===== config.mk =====
export PLATFORM = sky130hd
export DESIGN_NAME = fpcc_writer
export DESIGN_NICKNAME = d
export VERILOG_FILES = /design/src/rtl/fpcc_pkg.sv /design/src/rtl/fpcc_code_map.sv /design/src/rtl/fpcc_field_merge.sv /design/src/rtl/fpcc_unord_policy.sv /design/src/rtl/fpcc_writer.sv
export SDC_FILE = /design/constraint.sdc
export NUM_CORES = 1
export LEC_CHECK = 0
export BUFFER_PORTS_ARGS = -buffer_cell sky130_fd_sc_hd__buf_2
export CAP_MARGIN = 10
export CORE_MARGIN = 1
export CORE_UTILIZATION = 47
export DETAILED_ROUTE_END_ITERATION = 7
export GPL_ROUTABILITY_DRIVEN = 1
export PLACE_DENSITY = 0.84
export SLEW_MARGIN = 20
export SYNTH_ARGS = -nofsm -noshare
export SYNTH_HDL_FRONTEND = slang
export SYNTH_HIERARCHICAL = 1
export SYNTH_SLANG_ARGS = --single-unit

===== constraint.sdc =====
create_clock -name clk -period 1.15 [get_ports clk]
set_clock_uncertainty 0.15 [all_clocks]
set_input_delay 0.23 -clock clk [delete_from_list [all_inputs] [get_ports clk]]
set_output_delay 0.23 -clock clk [all_outputs]
set_load 0.05 [all_outputs]

===== src/rtl/fpcc_pkg.sv =====
package fpcc_pkg;

    typedef enum logic [1:0] {
        REL_LESS    = 2'd0,
        REL_EQUAL   = 2'd1,
        REL_GREATER = 2'd2,
        REL_UNORD   = 2'd3
    } rel_e;

    typedef enum logic [1:0] {
        OUT_IDLE    = 2'd0,
        OUT_ORDERED = 2'd1,
        OUT_ACCRUE  = 2'd2,
        OUT_TRAP    = 2'd3
    } outcome_e;

    localparam int NUM_FIELDS = 4;

    // Bit offset of condition-code field idx.
    function automatic int field_offset(input int idx, input int base,
                                        input int upper_shift, input int stride);
        if (idx == 0) return base;
        return base + upper_shift + (idx - 1) * stride;
    endfunction

endpackage


===== src/rtl/fpcc_code_map.sv =====
module fpcc_code_map
    import fpcc_pkg::*;
(
    input  rel_e       rel,
    output logic [1:0] code,
    output logic       is_unord
);
    always_comb begin
        code     = 2'b00;
        is_unord = 1'b0;
        unique case (rel)
            REL_LESS:    code = 2'b01;
            REL_EQUAL:   code = 2'b00;
            REL_GREATER: code = 2'b10;
            REL_UNORD: begin
                code     = 2'b11;
                is_unord = 1'b1;
            end
        endcase
    end
endmodule


===== src/rtl/fpcc_field_merge.sv =====
module fpcc_field_merge
    import fpcc_pkg::*;
#(
    parameter int W           = 64,
    parameter int BASE        = 10,
    parameter int UPPER_SHIFT = 22,
    parameter int STRIDE      = 2,
    localparam int SEL_W      = $clog2(NUM_FIELDS)
) (
    input  logic [W-1:0]     cur,
    input  logic [SEL_W-1:0] sel,
    input  logic [1:0]       code,
    output logic [W-1:0]     merged
);
    logic [W-1:0] clear_mask [NUM_FIELDS];
    logic [W-1:0] code_bits  [NUM_FIELDS];

    for (genvar g = 0; g < NUM_FIELDS; g++) begin : g_field
        localparam int OFS = field_offset(g, BASE, UPPER_SHIFT, STRIDE);
        assign clear_mask[g] = {{(W-2){1'b0}}, 2'b11} << OFS;
        assign code_bits[g]  = {{(W-2){1'b0}}, code}  << OFS;
    end

    always_comb begin
        merged = (cur & ~clear_mask[sel]) | code_bits[sel];
    end
endmodule


===== src/rtl/fpcc_unord_policy.sv =====
module fpcc_unord_policy
    import fpcc_pkg::*;
(
    input  logic     valid,
    input  logic     is_unord,
    input  logic     signalling,
    input  logic     trap_enable,
    output outcome_e outcome
);
    always_comb begin
        if (!valid)                          outcome = OUT_IDLE;
        else if (!is_unord)                  outcome = OUT_ORDERED;
        else if (signalling || trap_enable)  outcome = OUT_TRAP;
        else                                 outcome = OUT_ACCRUE;
    end
endmodule


===== src/rtl/fpcc_writer.sv =====
module fpcc_writer
    import fpcc_pkg::*;
#(
    parameter int STATUS_W    = 64,
    parameter int CC_BASE     = 10,
    parameter int UPPER_SHIFT = 22,
    parameter int UPPER_STEP  = 2,
    parameter int TEN_NV_BIT  = 27,
    parameter int CUR_NV_BIT  = 4,
    parameter int ACC_NV_BIT  = 9,
    parameter int FTT_IEEE_BIT = 14
) (
    input  logic                clk,
    input  logic                rst_n,
    input  logic                valid_in,
    input  logic [1:0]          relation_in,
    input  logic [1:0]          field_sel_in,
    input  logic                signalling_in,
    input  logic [STATUS_W-1:0] status_in,
    output logic [STATUS_W-1:0] status_out,
    output logic                trap_req
);
    localparam int TOP_BIT = field_offset(NUM_FIELDS-1, CC_BASE, UPPER_SHIFT, UPPER_STEP) + 1;
    localparam logic [STATUS_W-1:0] CUR_NV_M = {{(STATUS_W-1){1'b0}}, 1'b1} << CUR_NV_BIT;
    localparam logic [STATUS_W-1:0] ACC_NV_M = {{(STATUS_W-1){1'b0}}, 1'b1} << ACC_NV_BIT;
    localparam logic [STATUS_W-1:0] FTT_M    = {{(STATUS_W-1){1'b0}}, 1'b1} << FTT_IEEE_BIT;

    logic [1:0]          code;
    logic                is_unord;
    logic [STATUS_W-1:0] merged;
    logic [STATUS_W-1:0] status_nxt;
    outcome_e            outcome_nxt;
    outcome_e            out_state;
    logic [STATUS_W-1:0] status_q;

    fpcc_code_map u_map (
        .rel      (rel_e'(relation_in)),
        .code     (code),
        .is_unord (is_unord)
    );

    fpcc_field_merge #(
        .W           (STATUS_W),
        .BASE        (CC_BASE),
        .UPPER_SHIFT (UPPER_SHIFT),
        .STRIDE      (UPPER_STEP)
    ) u_merge (
        .cur    (status_in),
        .sel    (field_sel_in),
        .code   (code),
        .merged (merged)
    );

    fpcc_unord_policy u_policy (
        .valid       (valid_in),
        .is_unord    (is_unord),
        .signalling  (signalling_in),
        .trap_enable (status_in[TEN_NV_BIT]),
        .outcome     (outcome_nxt)
    );

    // Status word for each outcome.
    always_comb begin
        status_nxt = status_q;
        unique case (outcome_nxt)
            OUT_IDLE:    status_nxt = status_q;
            OUT_ORDERED: status_nxt = merged;
            OUT_ACCRUE:  status_nxt = merged | ACC_NV_M;
            OUT_TRAP:    status_nxt = merged | CUR_NV_M | FTT_M;
        endcase
    end

    // State register.
    always_ff @(posedge clk or negedge rst_n) begin
        if (!rst_n) begin
            out_state <= OUT_IDLE;
            status_q  <= '0;
        end else begin
            out_state <= outcome_nxt;
            status_q  <= status_nxt;
        end
    end

    // Outputs.
    always_comb begin
        status_out = status_q;
        trap_req   = 1'b0;
        unique case (out_state)
            OUT_IDLE, OUT_ORDERED, OUT_ACCRUE: trap_req = 1'b0;
            OUT_TRAP:                          trap_req = 1'b1;
        endcase
    end

    initial begin
        if (TOP_BIT >= STATUS_W)
            $error("condition-code field beyond status width");
    end


    a_r5_signalling_traps: assert property (@(posedge clk) disable iff (!rst_n)
        (valid_in && relation_in == 2'd3 && signalling_in) |=> trap_req);


    a_r6_enable_traps: assert property (@(posedge clk) disable iff (!rst_n)
        (valid_in && relation_in == 2'd3 && status_in[TEN_NV_BIT]) |=> trap_req);


    a_r7_trap_marks: assert property (@(posedge clk) disable iff (!rst_n)
        trap_req |-> (status_out[CUR_NV_BIT] && status_out[FTT_IEEE_BIT]));


    a_r8_accrue: assert property (@(posedge clk) disable iff (!rst_n)
        (valid_in && relation_in == 2'd3 && !signalling_in && !status_in[TEN_NV_BIT])
        |=> (!trap_req && status_out[ACC_NV_BIT]));


    a_r4_ordered_no_exc: assert property (@(posedge clk) disable iff (!rst_n)
        (valid_in && relation_in != 2'd3)
        |=> (!trap_req
             && status_out[ACC_NV_BIT] == $past(status_in[ACC_NV_BIT])
             && status_out[CUR_NV_BIT] == $past(status_in[CUR_NV_BIT])));


    a_r3_field1_less: assert property (@(posedge clk) disable iff (!rst_n)
        (valid_in && relation_in == 2'd0 && field_sel_in == 2'd1)
        |=> status_out[CC_BASE+UPPER_SHIFT +: 2] == 2'b01);


    a_r9_hold: assert property (@(posedge clk) disable iff (!rst_n)
        !valid_in |=> ($stable(status_out) && !trap_req));
endmodule


==> flow_metrics.tcl <==
set metrics [dict create \
    result_of_the_run "complete, but fails checks" \
    violations "negative setup slack" \
    max-cap-violations 0 \
    syn_area_per_cell_sq_um 14.3 \
    drtPass1Iterations 4 \
    synth.lib_cells_used.distinct 22 \
    top_post_synthesis_cells_by_area "dfrtp_1 53%, mux2_2 21%, buf_4 13%, mux2_4 4.8%, buf_6 1.8%" \
    largest_vdd_supply_drop_mv 0.967 \
    synthFlopType "dfrtp_1" \
    wl_microns 10400 \
    critical_path.cell_chain "and2_4, buf_8" \
    route.detailed.drc 0 \
    tritoncts_clock_tree "yes" \
    initial_cell_density_of_the_core_pct 48.8 \
    gp_congestion 0.685 \
    clkLatencyLatePin_ns 0.33 \
    layout_worst_path_cycle_share_pct 120 \
    htreeDepth 3 \
    worst_hold_path_type "primary input to register" \
    number_of_enable_flip_flop_cells_after_synthesis 0 \
    detail_route.vias_per_cell 4.82 \
    min_path_cells 3 \
    finalCoreUtilization_pct 88.9 \
    worst-setup-path-type "register to primary output" \
    timing.critical_path.from_type "register" \
    post-layout-total-power_uw 8160 \
    synthTopCellsByCount "66 x dfrtp_1, 58 x mux2_2, 56 x buf_4" \
    timing.slew.headroom_pct 77.2 \
    cts.root.buffer_cell "clkbuf_8" \
    finalMaxSlewViolations 0 \
    rsz_0062_raised_after_global_routing "true" \
    cts.sinks 66 \
    path_max_fanout 1 \
    fp.dieArea_sq_um 6960 \
    cp_data_arrival_time_ns 1.00 \
    placement.io_buffers 136 \
    finalInstanceArea_sq_um 5680 \
    final_sum_of_negative_setup_slack_ns -19.31 \
    cp.required_ns 0.77 \
    grt_pass1_wl_microns 13900 \
    tritoncts.num_buffers 9 \
    synth.yosys.seq_area_share_pct 53.0 \
    total_track_usage_pct 26.5 \
    timing.final.setup_violations 128 \
    critical_path.slowest_cell "dfrtp_1" \
    drt.antenna.violating_nets 0 \
    synth_area_sq_um 3120 \
    die_height_microns 83.4 \
    cell_count_after_synthesis 218 \
    synth.yosys.warnings 6 \
    globalRoute.totalOverflow 0 \
    time_the_final_worst_path_needs_with_i_o_delays_and_setup_ns 1.38 \
    core_region_area_sq_um 6390 \
    timing.critical_path.to_type "primary output" \
    io-pin-count 137 \
    grt_pass1_vias 2705 \
    yosys.cell_count.top_type "dfrtp_1" \
    detail_route.iter0.violations 82 \
    wire_per_inst_microns 19.8 \
    worst_slack_ns -0.228 \
    die_w_microns 83.4 \
    synth_top_cell_by_area "dfrtp_1" \
    num-nets-final 515 \
    initial_antenna_violation_count 1 \
    worst_slack_placed_ns -0.573 \
    number_of_vias_in_the_routed_layout 2515 \
    timing_worst_slew_pin_value_ns 0.343 \
    clkTransAtPathRegs_ns 0.07 \
    growth_of_design_area_from_synthesis_to_finish_pct 82.3 \
    flip_flop_and_latch_count_after_synthesis 66 \
    reg2regPathDepth 3 \
    synthDominantCellAreaShare_pct 53.0 \
    synthesis.nets 292 \
    place_hpwl_microns 4150 \
    placed_cell_area_sq_um 3750 \
    p_per_area_nw_per_um2 1440 \
    post_route_cells_drive_above_1_share_pct 70.5 \
    critical-path-max-stage-delay_ns 0.36 \
    finalHoldViolCount 0 \
    max-clock-path-buffers 2 \
    async_set_or_reset_register_ratio_after_synthesis_pct 100 \
    static_leakage_uw 0.00291 \
    grt_start_max_net_pins 67 \
    num_rows 29 \
    fillCellCount 272 \
    fmax_mhz 726 \
]
power breakdown:
part	switching [uW]	internal [uW]	leakage, uW
clock network	875	1090	0.000101
registers	249	2600	0.000772
logic	1660	1680	0.00203
state kept, by name, indices dropped and copies added, names as in the netlist:
name	cells
out_state	2
status_out	64
area by class of cell:
type                            instances  area, sq um  share of cell area [%]
Antenna cell                            1         2.50                  0.0441
Clock buffer                           11          151                    2.67
Clock inverter                          3         40.0                   0.705
Inverter                                1         3.75                  0.0661
Multi-Input combinational cell         89         1230                    21.7
Sequential cell                        66         1650                    29.1
Tap cell                               77         96.3                    1.70
Timing Repair Buffer                  274         2500                    44.0
worst max-delay path, delay by kind of cell, from the launching register on:
kind	cells	cell delay, ns
buffers and inverters	1	0.14
flip-flops	1	0.36
AND/OR/NAND/NOR	1	0.16
through the flow:
stage | cells | hold WS, ns
floorplan | 218 | -0.216
detailed placement | 377 | 0.125
finish | 522 | 0.0975
global route | 522 | 0.102
CTS | 493 | 0.0821
global placement | 377 | 0.122
kinds of logic (layout without fill, tap and decap cells):
group	count (synthesis)	count (layout)	synth area share, %
adders and majority gates	2	2	0.803
DFF	66	66	53.0
and+or+nand+nor	12	12	2.49
muxes	71	71	26.9
AOI/OAI and AO/OA	4	4	0.964
buffers and inverters	63	289	15.9
other	0	1	0
path summary, 6_finish.rpt:
| path | slack (ns) | from | end |
|---|---|---|---|
| max in group asynchronous | 0.27 | rst_n | status_out[10]$_DFFE_PN0P_ |
| worst min register to register | 0.40 | status_out[12]$_DFFE_PN0P_ | status_out[12]$_DFFE_PN0P_ |
| worst max-delay path | -0.23 | out_state[1]$_DFF_PN0_ | trap_req |
| min in group asynchronous | 0.29 | rst_n | status_out[55]$_DFFE_PN0P_ |
| worst max register to register | -0.08 | status_out[14]$_DFFE_PN0P_ | status_out[14]$_DFFE_PN0P_ |
| worst min-delay path | 0.1 | status_in[4] | status_out[4]$_DFFE_PN0P_ |
repair_timing:
item                                    in CTS  in global routing
resized for setup                          150                  7
endpoints found under the hold margin      121                  0
gates cloned                                 6                  1
hold buffers                                56                  0
pin swaps                                    5                  2
endpoints found under the setup margin     128                128
setup buffers                               40                 29
cells in the final DEF (no fill, tap or decap), drive strengths merged, types with 2 or more instances in the layout:
| cell type | count |
|---|---|
| ha | 2 |
| dfrtp | 66 |
| and2 | 2 |
| nor2 | 4 |
| nand2b | 2 |
| nand2 | 2 |
| clkbuf | 12 |
| buf | 217 |
| clkinv | 2 |
| dlygate4sd3 | 56 |
| o22a | 2 |
| mux2 | 71 |
per-layer routing:
layer / GRT usage [%] / share of wire (%) / up-vias
met5: 0 / 0 / -
met4: 11.7 / 2.7 / 0
met3: 6.46 / 5.5 / 28
met2: 48.8 / 56 / 124
met1: 28.6 / 35 / 1237
li1: - / - / 1126
No activity file was read; power rests on OpenSTA's default activity.
